==> config.mk <==
export PLATFORM = sky130hd
export DESIGN_NAME = pwrseq_ctrl
export DESIGN_NICKNAME = d
export VERILOG_FILES = /design/src/rtl/pwrseq_pkg.sv /design/src/rtl/pwrseq_tick.sv /design/src/rtl/pwrseq_timer.sv /design/src/rtl/pwrseq_pick.sv /design/src/rtl/pwrseq_ctrl.sv
export SDC_FILE = /design/constraint.sdc
export NUM_CORES = 1
export LEC_CHECK = 0
export ABC_AREA = 1
export BUFFER_PORTS_ARGS = -buffer_cell sky130_fd_sc_hd__buf_2
export CORE_AREA = 3 3 84 86
export CTS_CLUSTER_DIAMETER = 50
export CTS_CLUSTER_SIZE = 40
export DETAILED_ROUTE_END_ITERATION = 8
export DIE_AREA = 0 0 87 89
export PLACE_DENSITY = 0.74
export SLEW_MARGIN = 20
export SYNTH_ARGS = -nofsm -noshare
export SYNTH_HDL_FRONTEND = slang
export SYNTH_SLANG_ARGS = --single-unit
==> constraint.sdc <==
create_clock -name clk -period 2.15 [get_ports clk]
set_input_delay 0.215 -clock clk [delete_from_list [all_inputs] [get_ports clk]]
set_output_delay 0.215 -clock clk [all_outputs]
set_load 0.01 [all_outputs]
==> src/rtl/pwrseq_pkg.sv <==
package pwrseq_pkg;

  // Retry period is the power-up deadline shifted by this amount (x16).
  localparam int RETRY_SHIFT = 4;

  typedef enum logic [3:0] {
    ST_IDLE,   // waiting for start conditions
    ST_DLY,    // start delay (before ramp or before next channel)
    ST_UP,     // ramp-up phase under deadline
    ST_ON,     // power-up complete
    ST_DN,     // controlled ramp-down
    ST_SHUT,   // fast shutdown after aborted power-up
    ST_FWAIT,  // retry mode: discharge for retry period
    ST_FDLY,   // retry mode: one delay before idle
    ST_LATCH,  // latch mode: hold while enable high
    ST_LLOW,   // latch mode: enable seen low
    ST_LRTY    // latch mode: retry period after enable returns
  } pseq_state_e;

endpackage

==> src/rtl/pwrseq_tick.sv <==
module pwrseq_tick #(
  parameter int PRESCALE = 64
) (
  input  logic clk,
  input  logic rst_n,
  input  logic restart_i,
  output logic tick_o
);
  localparam int PW = (PRESCALE > 1) ? $clog2(PRESCALE) : 1;
  localparam logic [PW-1:0] LAST = PW'(PRESCALE - 1);

  logic [PW-1:0] pre_q;

  assign tick_o = (pre_q == LAST);

  always_ff @(posedge clk or negedge rst_n) begin
    if (!rst_n)
      pre_q <= '0;
    else if (restart_i || tick_o)
      pre_q <= '0;
    else
      pre_q <= pre_q + 1'b1;
  end

  generate
    if (PRESCALE > 1) begin : g_spaced
      AST_TICK_SPACED: assert property (@(posedge clk) disable iff (!rst_n)
        tick_o |=> !tick_o);
    end
  endgenerate

endmodule

==> src/rtl/pwrseq_timer.sv <==
module pwrseq_timer #(
  parameter int CW = 20
) (
  input  logic          clk,
  input  logic          rst_n,
  input  logic          load_i,
  input  logic [CW-1:0] load_val_i,
  input  logic          tick_i,
  output logic          expired_o
);
  logic [CW-1:0] cnt_q;

  assign expired_o = (cnt_q == '0);

  always_ff @(posedge clk or negedge rst_n) begin
    if (!rst_n)
      cnt_q <= '0;
    else if (load_i)
      cnt_q <= load_val_i;
    else if (tick_i && !expired_o)
      cnt_q <= cnt_q - 1'b1;
  end

  AST_TIMER_MONO: assert property (@(posedge clk) disable iff (!rst_n)
    !load_i |=> (cnt_q <= $past(cnt_q)));

endmodule

==> src/rtl/pwrseq_pick.sv <==
module pwrseq_pick #(
  parameter int NCH = 3,
  parameter int IW  = 2
) (
  input  logic [NCH-1:0] excl_i,
  input  logic [IW-1:0]  cur_i,
  output logic [IW-1:0]  first_o,
  output logic [IW-1:0]  next_o,
  output logic           has_next_o,
  output logic [NCH-1:0] upto_o,
  output logic [NCH-1:0] below_o
);
  // Masks of channels at or before / strictly before the current one.
  for (genvar g = 0; g < NCH; g++) begin : g_mask
    assign upto_o[g]  = (int'(cur_i) >= g);
    assign below_o[g] = (int'(cur_i) > g);
  end

  // Lowest-numbered included channel overall and after the current one.
  always_comb begin
    first_o    = '0;
    next_o     = cur_i;
    has_next_o = 1'b0;
    for (int i = NCH - 1; i >= 0; i--) begin
      if (!excl_i[i]) begin
        first_o = IW'(i);
        if (i > int'(cur_i)) begin
          next_o     = IW'(i);
          has_next_o = 1'b1;
        end
      end
    end
  end

endmodule

==> src/rtl/pwrseq_ctrl.sv <==
module pwrseq_ctrl
  import pwrseq_pkg::*;
#(
  parameter int NCH      = 3,
  parameter int TW       = 16,
  parameter int PRESCALE = 64
) (
  input  logic           clk,
  input  logic           rst_n,
  input  logic           en_i,
  input  logic [NCH-1:0] uv_ok_i,
  input  logic [NCH-1:0] pgood_i,
  input  logic [NCH-1:0] plow_i,
  input  logic [NCH-1:0] excl_i,
  input  logic           trk_fault_i,
  input  logic           seq_mode_i,
  input  logic           latch_mode_i,
  input  logic [TW-1:0]  delay_ticks_i,
  input  logic [TW-1:0]  deadline_ticks_i,
  output logic [NCH-1:0] chan_on_o,
  output logic           ramp_en_o,
  output logic           ramp_up_o,
  output logic [NCH-1:0] dischg_o,
  output logic           fault_n_o
);
  localparam int CW = TW + RETRY_SHIFT;
  localparam int IW = (NCH > 1) ? $clog2(NCH) : 1;

  pseq_state_e   st_q, st_d;
  logic [IW-1:0] cur_q, cur_d;
  logic          load;
  logic [CW-1:0] load_val;
  logic          tick;
  logic          expired;
  logic [IW-1:0] first_ch, next_ch;
  logic          has_next;
  logic [NCH-1:0] upto_m, below_m, need_m;
  logic          start_ok, all_low, all_good, up_done, abort, fault_st;

  // ---------------- timebase ----------------
  pwrseq_tick #(.PRESCALE(PRESCALE)) u_tick (
    .clk       (clk),
    .rst_n     (rst_n),
    .restart_i (load),
    .tick_o    (tick)
  );

  pwrseq_timer #(.CW(CW)) u_timer (
    .clk        (clk),
    .rst_n      (rst_n),
    .load_i     (load),
    .load_val_i (load_val),
    .tick_i     (tick),
    .expired_o  (expired)
  );

  pwrseq_pick #(.NCH(NCH), .IW(IW)) u_pick (
    .excl_i     (excl_i),
    .cur_i      (cur_q),
    .first_o    (first_ch),
    .next_o     (next_ch),
    .has_next_o (has_next),
    .upto_o     (upto_m),
    .below_o    (below_m)
  );

  // ---------------- condition decode ----------------
  assign need_m   = ~excl_i;
  assign all_low  = &(plow_i | excl_i);
  assign all_good = &(pgood_i | excl_i);
  assign start_ok = en_i && (&uv_ok_i) && all_low;
  assign abort    = !en_i || !(&uv_ok_i);
  assign up_done  = seq_mode_i ? (pgood_i[cur_q] || excl_i[cur_q]) : all_good;
  assign fault_st = (st_q == ST_FWAIT) || (st_q == ST_FDLY) || (st_q == ST_LATCH) ||
                    (st_q == ST_LLOW)  || (st_q == ST_LRTY);

  // ---------------- next state ----------------
  always_comb begin
    st_d  = st_q;
    cur_d = cur_q;
    unique case (st_q)
      ST_IDLE: if (start_ok) begin
        st_d  = ST_DLY;
        cur_d = first_ch;
      end
      ST_DLY: begin
        if (abort)        st_d = ST_SHUT;
        else if (expired) st_d = ST_UP;
      end
      ST_UP: begin
        if (abort)
          st_d = ST_SHUT;
        else if (trk_fault_i)
          st_d = latch_mode_i ? ST_LATCH : ST_FWAIT;
        else if (up_done) begin
          if (seq_mode_i && has_next) begin
            st_d  = ST_DLY;
            cur_d = next_ch;
          end else begin
            st_d = ST_ON;
          end
        end else if (expired)
          st_d = latch_mode_i ? ST_LATCH : ST_FWAIT;
      end
      ST_ON:    if (abort) st_d = ST_DN;
      ST_DN: begin
        if (trk_fault_i)  st_d = latch_mode_i ? ST_LATCH : ST_FWAIT;
        else if (all_low) st_d = ST_IDLE;
      end
      ST_SHUT:  if (all_low) st_d = ST_IDLE;
      ST_FWAIT: if (expired) st_d = ST_FDLY;
      ST_FDLY:  if (expired) st_d = ST_IDLE;
      ST_LATCH: if (!en_i) st_d = ST_LLOW;
      ST_LLOW:  if (en_i) st_d = ST_LRTY;
      ST_LRTY: begin
        if (!en_i)        st_d = ST_LLOW;
        else if (expired) st_d = ST_IDLE;
      end
      default: st_d = ST_IDLE;
    endcase
  end

  // Timer reload on every state change, value chosen by the state entered.
  assign load = (st_d != st_q);

  always_comb begin
    unique case (st_d)
      ST_DLY, ST_FDLY:  load_val = CW'(delay_ticks_i);
      ST_UP:            load_val = CW'(deadline_ticks_i);
      ST_FWAIT, ST_LRTY: load_val = CW'(deadline_ticks_i) << RETRY_SHIFT;
      default:          load_val = '0;
    endcase
  end

  always_ff @(posedge clk or negedge rst_n) begin
    if (!rst_n) begin
      st_q  <= ST_IDLE;
      cur_q <= '0;
    end else begin
      st_q  <= st_d;
      cur_q <= cur_d;
    end
  end

  // ---------------- outputs ----------------
  always_comb begin
    chan_on_o = '0;
    unique case (st_q)
      ST_DLY:       chan_on_o = seq_mode_i ? (below_m & need_m) : '0;
      ST_UP:        chan_on_o = seq_mode_i ? (upto_m & need_m) : need_m;
      ST_ON, ST_DN: chan_on_o = need_m;
      default:      chan_on_o = '0;
    endcase
  end

  assign ramp_en_o = (st_q == ST_UP) || (st_q == ST_DN);
  assign ramp_up_o = (st_q == ST_UP);
  assign dischg_o  = (fault_st || (st_q == ST_SHUT)) ? '1 : '0;
  assign fault_n_o = !fault_st;

  // ---------------- assertions ----------------
  AST_START_GATE: assert property (@(posedge clk) disable iff (!rst_n)
    (st_q == ST_IDLE) && !start_ok |=> (st_q == ST_IDLE));

  AST_SEQ_ORDER: assert property (@(posedge clk) disable iff (!rst_n)
    seq_mode_i && $rose(chan_on_o[NCH-1]) |-> (chan_on_o[0] || excl_i[0]));

  AST_FAULT_OFF: assert property (@(posedge clk) disable iff (!rst_n)
    !fault_n_o |-> (chan_on_o == '0) && (&dischg_o));

  AST_DEADLINE: assert property (@(posedge clk) disable iff (!rst_n)
    (st_q == ST_UP) && expired && !up_done && en_i && (&uv_ok_i) |=> !fault_n_o);

  AST_LATCH_HOLD: assert property (@(posedge clk) disable iff (!rst_n)
    (st_q == ST_LATCH) && en_i |=> (st_q == ST_LATCH));

  AST_DN_TOGETHER: assert property (@(posedge clk) disable iff (!rst_n)
    ramp_en_o && !ramp_up_o |-> (chan_on_o == ~excl_i));

  AST_ABORT_FAST: assert property (@(posedge clk) disable iff (!rst_n)
    ((st_q == ST_DLY) || (st_q == ST_UP)) && !en_i |=> (st_q == ST_SHUT));

  AST_EXCL_OFF: assert property (@(posedge clk) disable iff (!rst_n)
    (chan_on_o & excl_i) == '0);

  AST_NO_DISCHG_ON: assert property (@(posedge clk) disable iff (!rst_n)
    (chan_on_o != '0) |-> (dischg_o == '0));

endmodule

==> results.yml <==
finish:
  nNetsFinal: 715
  fin_cells: 741
  syn_to_final_growth_pct: 46.6
  antenna_cells: 0
  layout-drive-gt1-share: 0.331
synth:
  syn-num-nets: 560
  ys_ff_latch: 32
  synth_area_mm2: 0.00312
  yosysUniqueCellTypes: 35
  synthCells: 508
  synth_top_area_frac: 0.256
  synth_area_leaders: "dfrtp_1, nand2_1, nand4_1, nor2_1, inv_1"
  synth_edf_count: 0
  yosys-top-cells-count: "nand2_1, nor2_1, inv_1"
  async_flop_share: 1.00
  ys_seq_area_frac: 0.256
  avgSynthCellArea_um2: 6.15
  synth_flop_cell: "dfrtp_1"
  yosysTopAreaCell: "dfrtp_1"
  synth.most_common_cell: "nand2_1"
  ys_warn_count: 0
timing:
  skew_ns: 0.00550
  finalMaxSlewViolations: 0
  rsz0062_at_grt: "yes"
  period_share: 1.21
  tightest_slew_ns: 0.771
  hold_viol_final: 0
  fin_crit_ns: 2.60
  fmaxAchievable_mhz: 385
  relSlewSlack: 0.486
  finalSetupViolCount: 26
  fin_ws_ns: -0.447
  fin_hold_ws_ns: 0.00465
detailed_routing:
  vias_per_cell: 5.53
  drtIter0Drc: 410
  wirelength_um: 10700
  wire_per_inst_um: 14.5
  drc_errors: 0
  route.vias.total: 4095
  ant_nets: 0
  dr.pass1.iters: 5
die:
  ios: 59
  rows: 29
  core_area_mm2: 0.00635
  fp.dieH_um: 89
  dieArea_mm2: 0.00774
  start_util: 0.492
  die_w_um: 87
grt:
  antenna_found_initial: 0
  first_global_vias: 3724
  grt_overflow: 0
  grt_pass1_wl_um: 17000
  track_usage: 0.273
  grt_max_degree: 33
setup_path:
  worst-r2r-setup-slack_ns: -0.45
  crit_fanout: 6
  critical_path_class: "reg2reg"
  cp.required_ns: 2.33
  start_kind: "flip-flop"
  worst_ep_arrival_time_ns: 2.78
  endpoint_kind: "flip-flop"
clock_network:
  cts.sinks: 32
  cts-htree-levels: 2
  root_buffer: "clkbuf_8"
  numCtsBuffers: 5
  cts_buffer_depth: 2
  clkTransAtPathRegs_ns: 0.07
  cts_tree: "done"
  cts_hold_buffers: 0
  clk_latency_ns: 0.28
outcome:
  outcome: "complete, but fails checks"
  violations: "negative setup slack"
power_and_ir_drop:
  p_per_area_mw_per_mm2: 1730
  power_leakage_uw: 0.00244
  vdd_drop_max_v: 0.00129
placement:
  dp.cells: 726
  place.port_buffers: 58
  place_hpwl_um: 8020
  place_congestion: 0.993
min_path:
  hp-class: "in2async"
flow_run:
  maxCapViolCount: 0
## timing repair
action,CTS,global route
endpoints found under the setup margin,26,27
pin swaps,1,15
cloned,1,2
buffers inserted,2,3
resized for setup,12,21
## power by group
part | internal [uW] | switching, uW
logic | 2830 | 3440
clock network | 409 | 242
registers | 857 | 142
total | 4090 | 3830
## logic make-up (layout without fill, tap and decap cells)
logic type / Yosys count / in the layout / synth area share
xor gates and xnor gates: 22 / 22 / 0.0617
adders and majority gates: 2 / 2 / 0.00801
buffers and inverters: 91 / 246 / 0.121
and+or+nand+nor: 299 / 300 / 0.435
AOI/OAI and AO/OA: 62 / 62 / 0.117
DFF: 32 / 32 / 0.256
## placed cells by master, fill, tap and decap left out, types with 2 or more instances in the layout
cell type	count
inv_1	60
nor2_2	5
inv_2	8
a31oi_1	2
o21ai_2	2
buf_12	3
nand2_4	2
dfrtp_1	32
nand3_2	5
nor2_4	4
nand3_1	27
nand4_1	43
buf_6	8
nand3_4	2
o21ai_1	2
nand2_2	5
buf_4	97
clkbuf_8	7
nor3_1	10
clkbuf_16	2
xnor2_1	9
buf_2	58
xor2_1	13
o21ai_0	15
or2_2	2
o211ai_1	15
a21oi_2	2
nand2_1	126
a21oi_1	20
o22ai_1	2
nor2_1	63
## final cells by class
cell class              instances  area (um^2)
clock buffers                   7         96.3
inverters                      70          265
well taps                      77         96.3
flip-flops and latches         32          801
clock inverters                 1         30.0
repair buffers                168         1220
multi-input cells             386         2070
fillers                       484         1770
## worst max-delay path, cell delays in order, from the launching register on
cell	delay, ns
dfrtp_1	0.40
inv_2	0.09
ha_4	0.15
nand2_4	0.06
nor2_4	0.21
nand3_4	0.13
nand2_2	0.11
o21ai_2	0.06
nor2_2	0.14
nand3_2	0.12
xor2_1	0.16
nand2_1	0.11
nor2_4	0.25
nand2_4	0.13
buf_12	0.15
nand2_1	0.06
nand2_1	0.06
nand2_1	0.05
nand2_1	0.04
## layer usage
metal  part of all wire  GRT usage  up-vias
met1               0.43      0.380     1901
met4             0.0088     0.0538        0
met3              0.088     0.0332       12
met2               0.47      0.457      201
li1                   -          -     1981
met5                  0          0        -
## through the flow
step | util | setup TNS [ns] | instance area, um^2 | setup slack, ns | total power [uW]
6_report | 0.721 | -9.93 | 4580 | -0.447 | 7920
4_1_cts | 0.699 | -5.40 | 4440 | -0.254 | 7300
5_1_grt | 0.721 | -12.84 | 4580 | -0.579 | 8520
3_5_place_dp | 0.668 | -7.25 | 4240 | -0.346 | 6480
3_3_place_gp | 0.668 | -5.98 | 4240 | -0.337 | 6330
2_1_floorplan | - | -1.32 | 3170 | -0.0716 | 4370
## path summary, 6_finish.rpt
check | from | to | cells past startpoint
min in group clk | delay_ticks_i[1] | u_timer.cnt_q[1] | 5
min | rst_n | u_tick.pre_q[4] | 1
max | u_timer.cnt_q[0] | u_timer.cnt_q[0] | 18
max reg2reg | u_timer.cnt_q[0] | u_timer.cnt_q[0] | 18
min reg2reg | u_tick.pre_q[0] | u_tick.pre_q[0] | 1
max in group asynchronous | rst_n | st_q[1] | 1
## sequential cells by signal, indices dropped and copies added (netlist names)
name / count
cur_q: 2
st_q: 4
u_tick.pre_q: 6
u_timer.cnt_q: 20
(Power assumes the default switching activity.)
